## src/rtl/tlb_pkg.sv

```systemverilog
package tlb_pkg;
  localparam int unsigned TLB_VA_W    = 32;
  localparam int unsigned TLB_PA_W    = 32;
  localparam int unsigned TLB_OFF_W   = 12;
  localparam int unsigned TLB_ASID_W  = 8;
  localparam int unsigned TLB_ENTRIES = 16;
endpackage

```

## src/rtl/tlb_store.sv

```systemverilog
module tlb_store #(
  parameter int unsigned N      = 16,
  parameter int unsigned VPN_W  = 20,
  parameter int unsigned ASID_W = 8,
  parameter int unsigned PFN_W  = 20,
  localparam int unsigned IDX_W = $clog2(N)
) (
  input  logic              clk,
  input  logic              rst,
  input  logic              wr_en,
  input  logic              wr_use_idx,
  input  logic [IDX_W-1:0]  wr_idx,
  input  logic              wr_valid,
  input  logic [VPN_W-1:0]  wr_vpn,
  input  logic [ASID_W-1:0] wr_asid,
  input  logic              wr_global,
  input  logic [VPN_W-1:0]  wr_mask,
  input  logic [PFN_W-1:0]  wr_pfn,
  input  logic              wr_writable,
  output logic              e_valid [N],
  output logic [VPN_W-1:0]  e_vpn   [N],
  output logic [ASID_W-1:0] e_asid  [N],
  output logic              e_global[N],
  output logic [VPN_W-1:0]  e_mask  [N],
  output logic [PFN_W-1:0]  e_pfn   [N],
  output logic              e_wr    [N]
);
  logic [IDX_W-1:0] rr_q;
  logic [IDX_W-1:0] tgt;

  assign tgt = wr_use_idx ? wr_idx : rr_q;

  // valid flags and pointer carry reset; payload fields do not
  always_ff @(posedge clk) begin
    if (rst) begin
      rr_q <= '0;
      for (int i = 0; i < int'(N); i++) e_valid[i] <= 1'b0;
    end else if (wr_en) begin
      e_valid[tgt] <= wr_valid;
      if (!wr_use_idx)
        rr_q <= (rr_q == IDX_W'(N-1)) ? '0 : rr_q + 1'b1;
    end
  end

  always_ff @(posedge clk) begin
    if (wr_en) begin
      e_vpn[tgt]    <= wr_vpn;
      e_asid[tgt]   <= wr_asid;
      e_global[tgt] <= wr_global;
      e_mask[tgt]   <= wr_mask;
      e_pfn[tgt]    <= wr_pfn;
      e_wr[tgt]     <= wr_writable;
    end
  end
endmodule

```

## src/rtl/tlb_match.sv

```systemverilog
module tlb_match #(
  parameter int unsigned N      = 16,
  parameter int unsigned VPN_W  = 20,
  parameter int unsigned ASID_W = 8,
  localparam int unsigned IDX_W = $clog2(N)
) (
  input  logic [VPN_W-1:0]  lk_vpn,
  input  logic [ASID_W-1:0] lk_asid,
  input  logic              e_valid [N],
  input  logic [VPN_W-1:0]  e_vpn   [N],
  input  logic [ASID_W-1:0] e_asid  [N],
  input  logic              e_global[N],
  input  logic [VPN_W-1:0]  e_mask  [N],
  output logic              any_hit,
  output logic              multi_hit,
  output logic [IDX_W-1:0]  sel_idx
);
  logic [N-1:0] hit_vec;

  for (genvar g = 0; g < int'(N); g++) begin : g_cmp
    logic vpn_eq, tag_eq;
    assign vpn_eq = (((lk_vpn ^ e_vpn[g]) & ~e_mask[g]) == '0);
    assign tag_eq = e_global[g] || (lk_asid == e_asid[g]);
    assign hit_vec[g] = e_valid[g] && vpn_eq && tag_eq;
  end

  logic [IDX_W:0] cnt;
  always_comb begin
    sel_idx = '0;
    cnt     = '0;
    for (int i = int'(N) - 1; i >= 0; i--) begin
      if (hit_vec[i]) sel_idx = IDX_W'(i);
    end
    for (int i = 0; i < int'(N); i++) cnt = cnt + (IDX_W+1)'(hit_vec[i]);
  end

  assign any_hit   = |hit_vec;
  assign multi_hit = (cnt > (IDX_W+1)'(1));
endmodule

```

## src/rtl/tlb_xlate.sv

```systemverilog
module tlb_xlate
  import tlb_pkg::*;
#(
  parameter int unsigned VA_W    = TLB_VA_W,
  parameter int unsigned PA_W    = TLB_PA_W,
  parameter int unsigned OFF_W   = TLB_OFF_W,
  parameter int unsigned ASID_W  = TLB_ASID_W,
  parameter int unsigned ENTRIES = TLB_ENTRIES,
  localparam int unsigned VPN_W  = VA_W - OFF_W,
  localparam int unsigned PFN_W  = PA_W - OFF_W,
  localparam int unsigned IDX_W  = $clog2(ENTRIES)
) (
  input  logic              clk,
  input  logic              rst,
  input  logic              lk_valid,
  input  logic [VA_W-1:0]   lk_vaddr,
  input  logic [ASID_W-1:0] lk_asid,
  input  logic              lk_write,
  input  logic              wr_en,
  input  logic              wr_use_idx,
  input  logic [IDX_W-1:0]  wr_idx,
  input  logic              wr_valid,
  input  logic [VPN_W-1:0]  wr_vpn,
  input  logic [ASID_W-1:0] wr_asid,
  input  logic              wr_global,
  input  logic [VPN_W-1:0]  wr_mask,
  input  logic [PFN_W-1:0]  wr_pfn,
  input  logic              wr_writable,
  output logic              rs_valid,
  output logic              rs_hit,
  output logic              rs_fault,
  output logic              rs_multi,
  output logic [PA_W-1:0]   rs_paddr
);
  logic              e_valid [ENTRIES];
  logic [VPN_W-1:0]  e_vpn   [ENTRIES];
  logic [ASID_W-1:0] e_asid  [ENTRIES];
  logic              e_global[ENTRIES];
  logic [VPN_W-1:0]  e_mask  [ENTRIES];
  logic [PFN_W-1:0]  e_pfn   [ENTRIES];
  logic              e_wr    [ENTRIES];

  tlb_store #(.N(ENTRIES), .VPN_W(VPN_W), .ASID_W(ASID_W), .PFN_W(PFN_W)) store_i (
    .clk(clk), .rst(rst), .wr_en(wr_en), .wr_use_idx(wr_use_idx), .wr_idx(wr_idx),
    .wr_valid(wr_valid), .wr_vpn(wr_vpn), .wr_asid(wr_asid), .wr_global(wr_global),
    .wr_mask(wr_mask), .wr_pfn(wr_pfn), .wr_writable(wr_writable),
    .e_valid(e_valid), .e_vpn(e_vpn), .e_asid(e_asid), .e_global(e_global),
    .e_mask(e_mask), .e_pfn(e_pfn), .e_wr(e_wr)
  );

  logic [VPN_W-1:0] lk_vpn;
  logic             any_hit, multi_hit;
  logic [IDX_W-1:0] sel;

  assign lk_vpn = lk_vaddr[VA_W-1:OFF_W];

  tlb_match #(.N(ENTRIES), .VPN_W(VPN_W), .ASID_W(ASID_W)) match_i (
    .lk_vpn(lk_vpn), .lk_asid(lk_asid),
    .e_valid(e_valid), .e_vpn(e_vpn), .e_asid(e_asid), .e_global(e_global),
    .e_mask(e_mask), .any_hit(any_hit), .multi_hit(multi_hit), .sel_idx(sel)
  );

  // masked page bits come from the virtual address, the rest from the frame
  logic [PFN_W-1:0] sel_mask, frame;
  logic             fault;
  assign sel_mask = PFN_W'(e_mask[sel]);
  assign frame    = (e_pfn[sel] & ~sel_mask) | (PFN_W'(lk_vpn) & sel_mask);
  assign fault    = any_hit && lk_write && !e_wr[sel];

  always_ff @(posedge clk) begin
    if (rst) begin
      rs_valid <= 1'b0;
      rs_hit   <= 1'b0;
      rs_fault <= 1'b0;
      rs_multi <= 1'b0;
      rs_paddr <= '0;
    end else begin
      rs_valid <= lk_valid;
      rs_hit   <= lk_valid && any_hit;
      rs_fault <= lk_valid && fault;
      rs_multi <= lk_valid && multi_hit;
      rs_paddr <= (lk_valid && any_hit && !fault) ? {frame, lk_vaddr[OFF_W-1:0]} : '0;
    end
  end
endmodule

```

## config.mk

```make
export PLATFORM = sky130hd
export DESIGN_NAME = tlb_xlate
export DESIGN_NICKNAME = d
export VERILOG_FILES = /design/src/rtl/tlb_pkg.sv /design/src/rtl/tlb_store.sv /design/src/rtl/tlb_match.sv /design/src/rtl/tlb_xlate.sv
export SDC_FILE = /design/constraint.sdc
export NUM_CORES = 2
export LEC_CHECK = 0
export BUFFER_PORTS_ARGS = -buffer_cell sky130_fd_sc_hd__buf_2
export CORE_ASPECT_RATIO = 1.2
export CORE_MARGIN = 1
export CORE_UTILIZATION = 65
export DETAILED_ROUTE_END_ITERATION = 10
export GPL_TIMING_DRIVEN = 0
export HOLD_SLACK_MARGIN = 0.15
export PLACE_DENSITY = 0.8
export SKIP_LAST_GASP = 1
export SLEW_MARGIN = 5
export SYNTH_ARGS = -nofsm -noshare
export SYNTH_HDL_FRONTEND = slang
export SYNTH_SLANG_ARGS = --single-unit
```

## constraint.sdc

```tcl
create_clock -name clk -period 7.9 [get_ports clk]
set_clock_uncertainty 0.2 [all_clocks]
set_input_delay 0.395 -clock clk [delete_from_list [all_inputs] [get_ports clk]]
set_output_delay 0.395 -clock clk [all_outputs]
set_load 0.01 [all_outputs]
```

# Yosys cells after proc, flatten, opt, wreduce, memory -nomap -nowiden
# Index checks and enable logic that the tools add are counted.
# totals
output_inout_bits,36
register_bits,1176
elab_cells,327
# op_classes
n_eq_ne,17
bitwise,56
reduce_logical,76
magnitude_cmp,4
add_sub_neg,16
n_mux,40
# op_table
cell,count
bitwise mux 320 bit,3
bitwise AND 20 bit,18
NOT 20 bit,17
zero test 20 bit,16
XOR 20 bit,16
binary-select mux 20 bit (select 4 bit),2
bitwise mux 128 bit,1
== test 8 bit,16
2-to-1 mux 20 bit,5
demux 20 bit (select 4 bit),1
2-to-1 mux 4 bit,18
adder 5 x 1 -> 5 bit,14
bitwise mux 16 bit,3
logical AND 1 bit,39
demux 8 bit (select 4 bit),1
OR 20 bit,1
logical OR 1 bit,16
OR reduction 16 bit,1
"greater-or-equal comparator 5 bit, second input constant",2
NOT 4 -> 5 bit,2
2-to-1 mux 8 bit,1
"greater-than comparator 5 x 1 -> 1 bit, second input constant",1
"less-than comparator 5 x 1 -> 1 bit, second input constant",1
"adder 4 x 1 -> 4 bit, second input constant",1
other kinds (9),13

# Logic depth before layout (Yosys ltp)
# logic_depth
depth_word,31
depth_mapped,21
ltp_nobuf,19

# Hierarchy
# A second synthesis with hierarchy kept.
# unflattened
hier_cells,2700
area_unflattened_um2,48592.9
# by_module_without_submodules
module,cells_per_inst,seq_area_each_um2,instances,area_per_inst_um2
tlb_store,1249,34032.6,1,34860.9
tlb_match,948,0.0,1,7450.9
tlb_xlate,503,720.7,1,6281.0

# Least setup slack after synthesis
# OpenSTA, ideal clock, no wires.
# synth_timing
kind,input -> register
startpoint,in lk_asid[3]
endpoint,reg rs_multi
slack_ns,2.548
t_required_ns,7.578
arrival_ns,5.031
setup_time_ns,0.122
stages,18
n_path_buf,2
path_cell_list,buf_2 > buf_6 > xor2_1 > nor4_1 > a21oi_1 > nor4_1 > nand4_1 > ha_1 > inv_1 > fa_1 > fa_1 > fa_1 > fa_1 > fa_1 > inv_1 > fa_1 > nor3_1 > a21oi_1
# synth_between
elab_chain_cells,20
elab_cells_between_ends,65
# synth_lines
element,line,text
"start, declared",tlb_xlate.sv:17,"input logic [ASID_W-1:0] lk_asid,"
== test 8 bit,tlb_match.sv:23,assign tag_eq = e_global[g] || (lk_asid == e_asid[g]);
logical OR 1 bit,tlb_match.sv:23,
logical AND 1 bit,tlb_match.sv:24,assign hit_vec[g] = e_valid[g] && vpn_eq && tag_eq;
adder 1 x 1 -> 2 bit,tlb_match.sv:34,for (int i = 0; i < int'(N); i++) cnt = cnt + (IDX_W+1)'(hit_vec[i]);
adder 5 x 1 -> 5 bit (13 in a row),tlb_match.sv:34,
adder 5 x 1 -> 5 bit (*),tlb_match.sv:34,
greater-than comparator 5 x 1 -> 1 bit (*),tlb_match.sv:38,assign multi_hit = (cnt > (IDX_W+1)'(1));
logical AND 1 bit (*),tlb_xlate.sv:81,rs_multi <= lk_valid && multi_hit;
"end signal, assigned",tlb_xlate.sv:81,
"end, declared",tlb_xlate.sv:32,"output logic rs_multi,"
# Every way passes the cells marked *; elsewhere a longest branch is shown, timed or not.
# A chain may end at the register's enable or synchronous reset.

# Final worst setup path
# layout_timing
startpoint,in lk_vaddr[25]
endpoint,reg rs_paddr[22]
# layout_between
elab_chain_cells,31
elab_cells_between_ends,119
# layout_lines
element,line,text
"start, declared",tlb_xlate.sv:16,"input logic [VA_W-1:0] lk_vaddr,"
XOR 20 bit,tlb_match.sv:22,assign vpn_eq = (((lk_vpn ^ e_vpn[g]) & ~e_mask[g]) == '0);
bitwise AND 20 bit,tlb_match.sv:22,
zero test 20 bit,tlb_match.sv:22,
logical AND 1 bit (2 in a row),tlb_match.sv:24,
2-to-1 mux 4 bit (16 in a row),tlb_match.sv:32,if (hit_vec[i]) sel_idx = IDX_W'(i);
NOT 4 -> 5 bit (implied by the code),"tlb_xlate.sv:66, tlb_xlate.sv:67, tlb_xlate.sv:68",
binary-select mux 1 bit (select 4 bit),tlb_xlate.sv:68,assign fault = any_hit && lk_write && !e_wr[sel];
2-to-1 mux 1 bit (implied by the code) (2 in a row),tlb_xlate.sv:68,
zero test 1 bit,tlb_xlate.sv:68,
logical AND 1 bit,tlb_xlate.sv:68,
zero test 1 bit,tlb_xlate.sv:82,"rs_paddr <= (lk_valid && any_hit && !fault) ? {frame, lk_vaddr[OFF_W-1:0]} : '0;"
logical AND 1 bit,tlb_xlate.sv:82,
NOT 1 bit (no line),--,
OR reduction 2 bit (no line),--,
"end signal, assigned",tlb_xlate.sv:82,
"end, declared",tlb_xlate.sv:33,output logic [PA_W-1:0] rs_paddr
# Parallel ways exist; a longest one is shown, timed or not. The select of a mux whose other input is x is not followed.

==> metrics.cfg <==
[floorplan]
die_w_um=254
dieHeight_um=305
initial_core_util_pct=65.9
coreArea_sq_mm=0.0753
io_pins=157
dieArea_sq_mm=0.0774
placementRows=110

[grt]
grt_pass1_vias=32865
grt_max_degree=35
grt_antenna_before_repair=7
grt_usage_pct=44.3
grt_pass1_wl_um=234000
overflow=0

[power_and_ir_drop]
ir_drop_uv=254
leakagePower_nw=18.1
sw_frac_of_total_pct=22.0
p_comb_share_pct=5.3
power.share.clock_pct=40.1
pwr-share-seq_pct=54.5
power_density_mw_per_mm2=224
p_sw_mw=2.80
p_int_mw=9.91

[cts]
cts_sinks=1176
h-tree-depth=3
root_buffer=clkbuf_16
clk_path_buf_depth=3
insertion_delay_ns=0.70
cts_tree=yes
cts_setup_buffers=0
ctsResizeCount=0
clk_pin_slew_ns=0.06
ctsHoldBuffers=90
numCtsBuffers=107

[finish]
nNetsFinal=3782
drive_gt1_share_pct=12.8
num-fill-cells=4346
area_growth_pct=14.1
fin_util_pct=75.2

[critical_path]
critical_path_class=in2reg
rrSetupSlack_ns=0.88
reg2reg_to=rs_paddr[22]$_SDFF_PP0_
crit_path_start=lk_vaddr[25]
end_kind=flop
cp_max_fo=10
cp.required_ns=8.29
timing.rr.start=store_i.e_vpn[33]$_DFFE_PP_
worstPathArrival_ns=7.50
crit_path_end=rs_paddr[22]$_SDFF_PP0_
worstRegToRegCells=14
cp-start-kind=primary input

[synthesis]
syn_inst=3283
synthSimpleGateAreaFrac_pct=5.72
synth_mux_area_share_pct=3.83
synth_compound_area_share_pct=9.04
ys_warn_count=0
synth_fp_nets=3422
synth_area_sq_mm=0.0496
synth_cell_types=66
synth_edf_count=1120
ys_ff_latch=1176
synth-xor-area-share_pct=7.96
ys_seq_area_share_pct=70.1
synth-async-reset-ratio_pct=0
synthAdderAreaFrac_pct=0.605
syn_avg_cell_area_sq_um=15.1
synthFlopType=edfxtp_1
synth_top_family_by_area=compound AO/OA/AOI/OAI gates

[run_status]
status=finished, final reports clean

[place]
routabilityCongestion=1.09
portBuffers=127
hpwlAfterDp_um=118000

[detailed_routing]
drc=0
dr.pass1.iters=8
vias=32762
via_per_inst=6.91
drt_iter0_markers=4681
wire_per_inst_um=35.9
routed_wl_um=170000
antenna_left=0

[sta]
setup_tns_ns=0
slew_viol_final=0
max_freq_mhz=141
period_needed_ns=7.11
tightest_slew_ns=1.44
rsz0062_at_grt=no
hold_violations=0
setup_violations=0
post-route-period-util_pct=90.0
max_slew_margin_pct=3.18

[flow_run]
maxCapViolations=0

[min_path]
hold_class=in2reg

[cell families (layout without fill, tap and decap cells)]
kind of cell | after synthesis | count (layout)
other | 0 | 5
AO/OA/AOI/OAI | 603 | 603
XOR/XNOR | 449 | 449
flip-flops | 1176 | 1176
adder cells (fa/ha/maj) | 18 | 18
AND/OR/NAND/NOR | 601 | 601
multiplexers | 187 | 187
buffers and inverters | 249 | 697
[cells in the mapped netlist, types with 16 or more instances]
cell,count,area (sq um)
a2111oi_0,35,307
a211oi_1,121,908
a21bo_1,20,200
a21boi_0,40,300
a21oi_1,27,135
a22oi_1,20,150
a311o_1,20,200
a311oi_1,59,517
and2_1,18,113
buf_2,57,285
buf_4,30,225
buf_6,34,383
clkbuf_1,62,233
dfxtp_1,56,1120
edfxtp_1,1120,33600
inv_1,61,229
mux2i_1,184,1840
nand2_1,257,965
nand3_1,87,435
nand4_1,29,181
nand4b_1,22,193
nor2_1,83,312
nor3_1,24,120
nor4_1,66,413
o21ai_0,30,150
o21ai_1,16,80.1
o22ai_1,181,1130
xnor2_1,370,3240
xor2_1,77,674
[state kept, by name, summed over array words and instances, names as in the netlist]
| name | flops |
|---|---|
| rs_fault | 1 |
| rs_paddr | 32 |
| store_i.e_global | 16 |
| store_i.e_vpn | 320 |
| rs_valid | 1 |
| rs_hit | 1 |
| store_i.e_valid | 16 |
| store_i.e_wr | 16 |
| store_i.e_asid | 128 |
| store_i.rr_q | 4 |
| store_i.e_pfn | 320 |
| rs_multi | 1 |
| store_i.e_mask | 320 |
[worst max-delay path, stage by stage]
cell and delay [ns]:
dlygate4sd3_1 0.57, buf_4 0.21, xnor2_1 0.79, o22ai_1 0.19, nor4_1 0.92, nand4_1 0.56
inv_1 0.26, o21ai_0 0.15, a221oi_2 0.48, o41ai_2 0.28, nor2_1 0.88, buf_2 0.42
a311oi_1 0.32, o21ai_0 0.62, nand4b_1 0.20, a21oi_1 0.23
[placed cells by master, fill, tap and decap left out, drive strengths merged, types with 22 or more instances in the layout]
master,synthesis,routed
o21ai,46,46
clkbuf,65,213
dfxtp,56,56
a21oi,28,28
nand3,87,87
a2111oi,40,40
xnor2,372,372
xor2,77,77
edfxtp,1120,1120
a211oi,122,122
nand2,257,257
nor4,66,66
a311oi,59,59
a21boi,40,40
inv,62,67
dlygate4sd3,0,90
nand4,29,29
nand4b,22,22
buf,122,282
clkinv,0,34
mux2i,184,184
o22ai,181,181
nor2,83,83
nor3,25,25
[how the worst min path moves through the flow]
stage                                startpoint                                to  slack, ns  cells after the start
2_1_floorplan   store_i.e_valid[0]$_SDFFE_PP0P_   store_i.e_valid[0]$_SDFFE_PP0P_       0.25                      2
3_3_place_gp    store_i.e_valid[4]$_SDFFE_PP0P_   store_i.e_valid[4]$_SDFFE_PP0P_       0.27                      2
3_5_place_dp   store_i.e_valid[12]$_SDFFE_PP0P_  store_i.e_valid[12]$_SDFFE_PP0P_       0.29                      2
4_1_cts                              wr_use_idx      store_i.rr_q[1]$_SDFFE_PP0P_       0.17                      4
5_1_grt                            lk_vaddr[15]           rs_paddr[15]$_SDFF_PP0_       0.20                      4
6_report                           lk_vaddr[15]           rs_paddr[15]$_SDFF_PP0_       0.20                      4
[metal layers]
layer  vias up  GRT usage, %  share of wire (%)
li1      13389             -                  -
met4         0          33.6                9.0
met1     16169          51.6                 32
met5         -             0                  0
met2      2586          72.3                 48
met3       618          8.91                 11
[final cells by class]
| class | instances | area [sq um] | share of cell area (%) |
|---|---|---|---|
| timing repair buffer | 251 | 2210 | 3.91 |
| tap | 1008 | 1260 | 2.23 |
| inverter | 62 | 233 | 0.411 |
| clock buffer | 148 | 2930 | 5.18 |
| multi-input combinational | 1858 | 13600 | 24.0 |
| clock inverter | 49 | 443 | 0.783 |
| buffer | 187 | 1150 | 2.03 |
| antenna | 5 | 12.5 | 0.0221 |
| sequential | 1176 | 34800 | 61.4 |
[power by group through the flow]
| stage | Combinational (mW) | Clock (mW) | Sequential, mW |
|---|---|---|---|
| global placement | 0.574 | 0 | 7.07 |
| CTS | 0.647 | 5.06 | 6.93 |
| global route | 0.688 | 5.29 | 6.93 |
| detailed placement | 0.607 | 0 | 7.06 |
| finish | 0.675 | 5.10 | 6.93 |
| floorplan | 0.297 | 0 | 7.06 |
[stage by stage]
step	setup slack, ns	instances	hold slack, ns	power (mW)	instance area [sq um]
after floorplan	2.55	3283	0.253	7.36	49600
after global placement	0.522	4418	0.271	7.65	51500
after global routing	0.892	4741	0.201	12.9	56600
final	0.792	4744	0.202	12.7	56600
after detailed placement	0.973	4452	0.291	7.67	52300
after CTS	1.24	4739	0.170	12.6	56600
No activity file was read; power rests on OpenSTA's default activity.
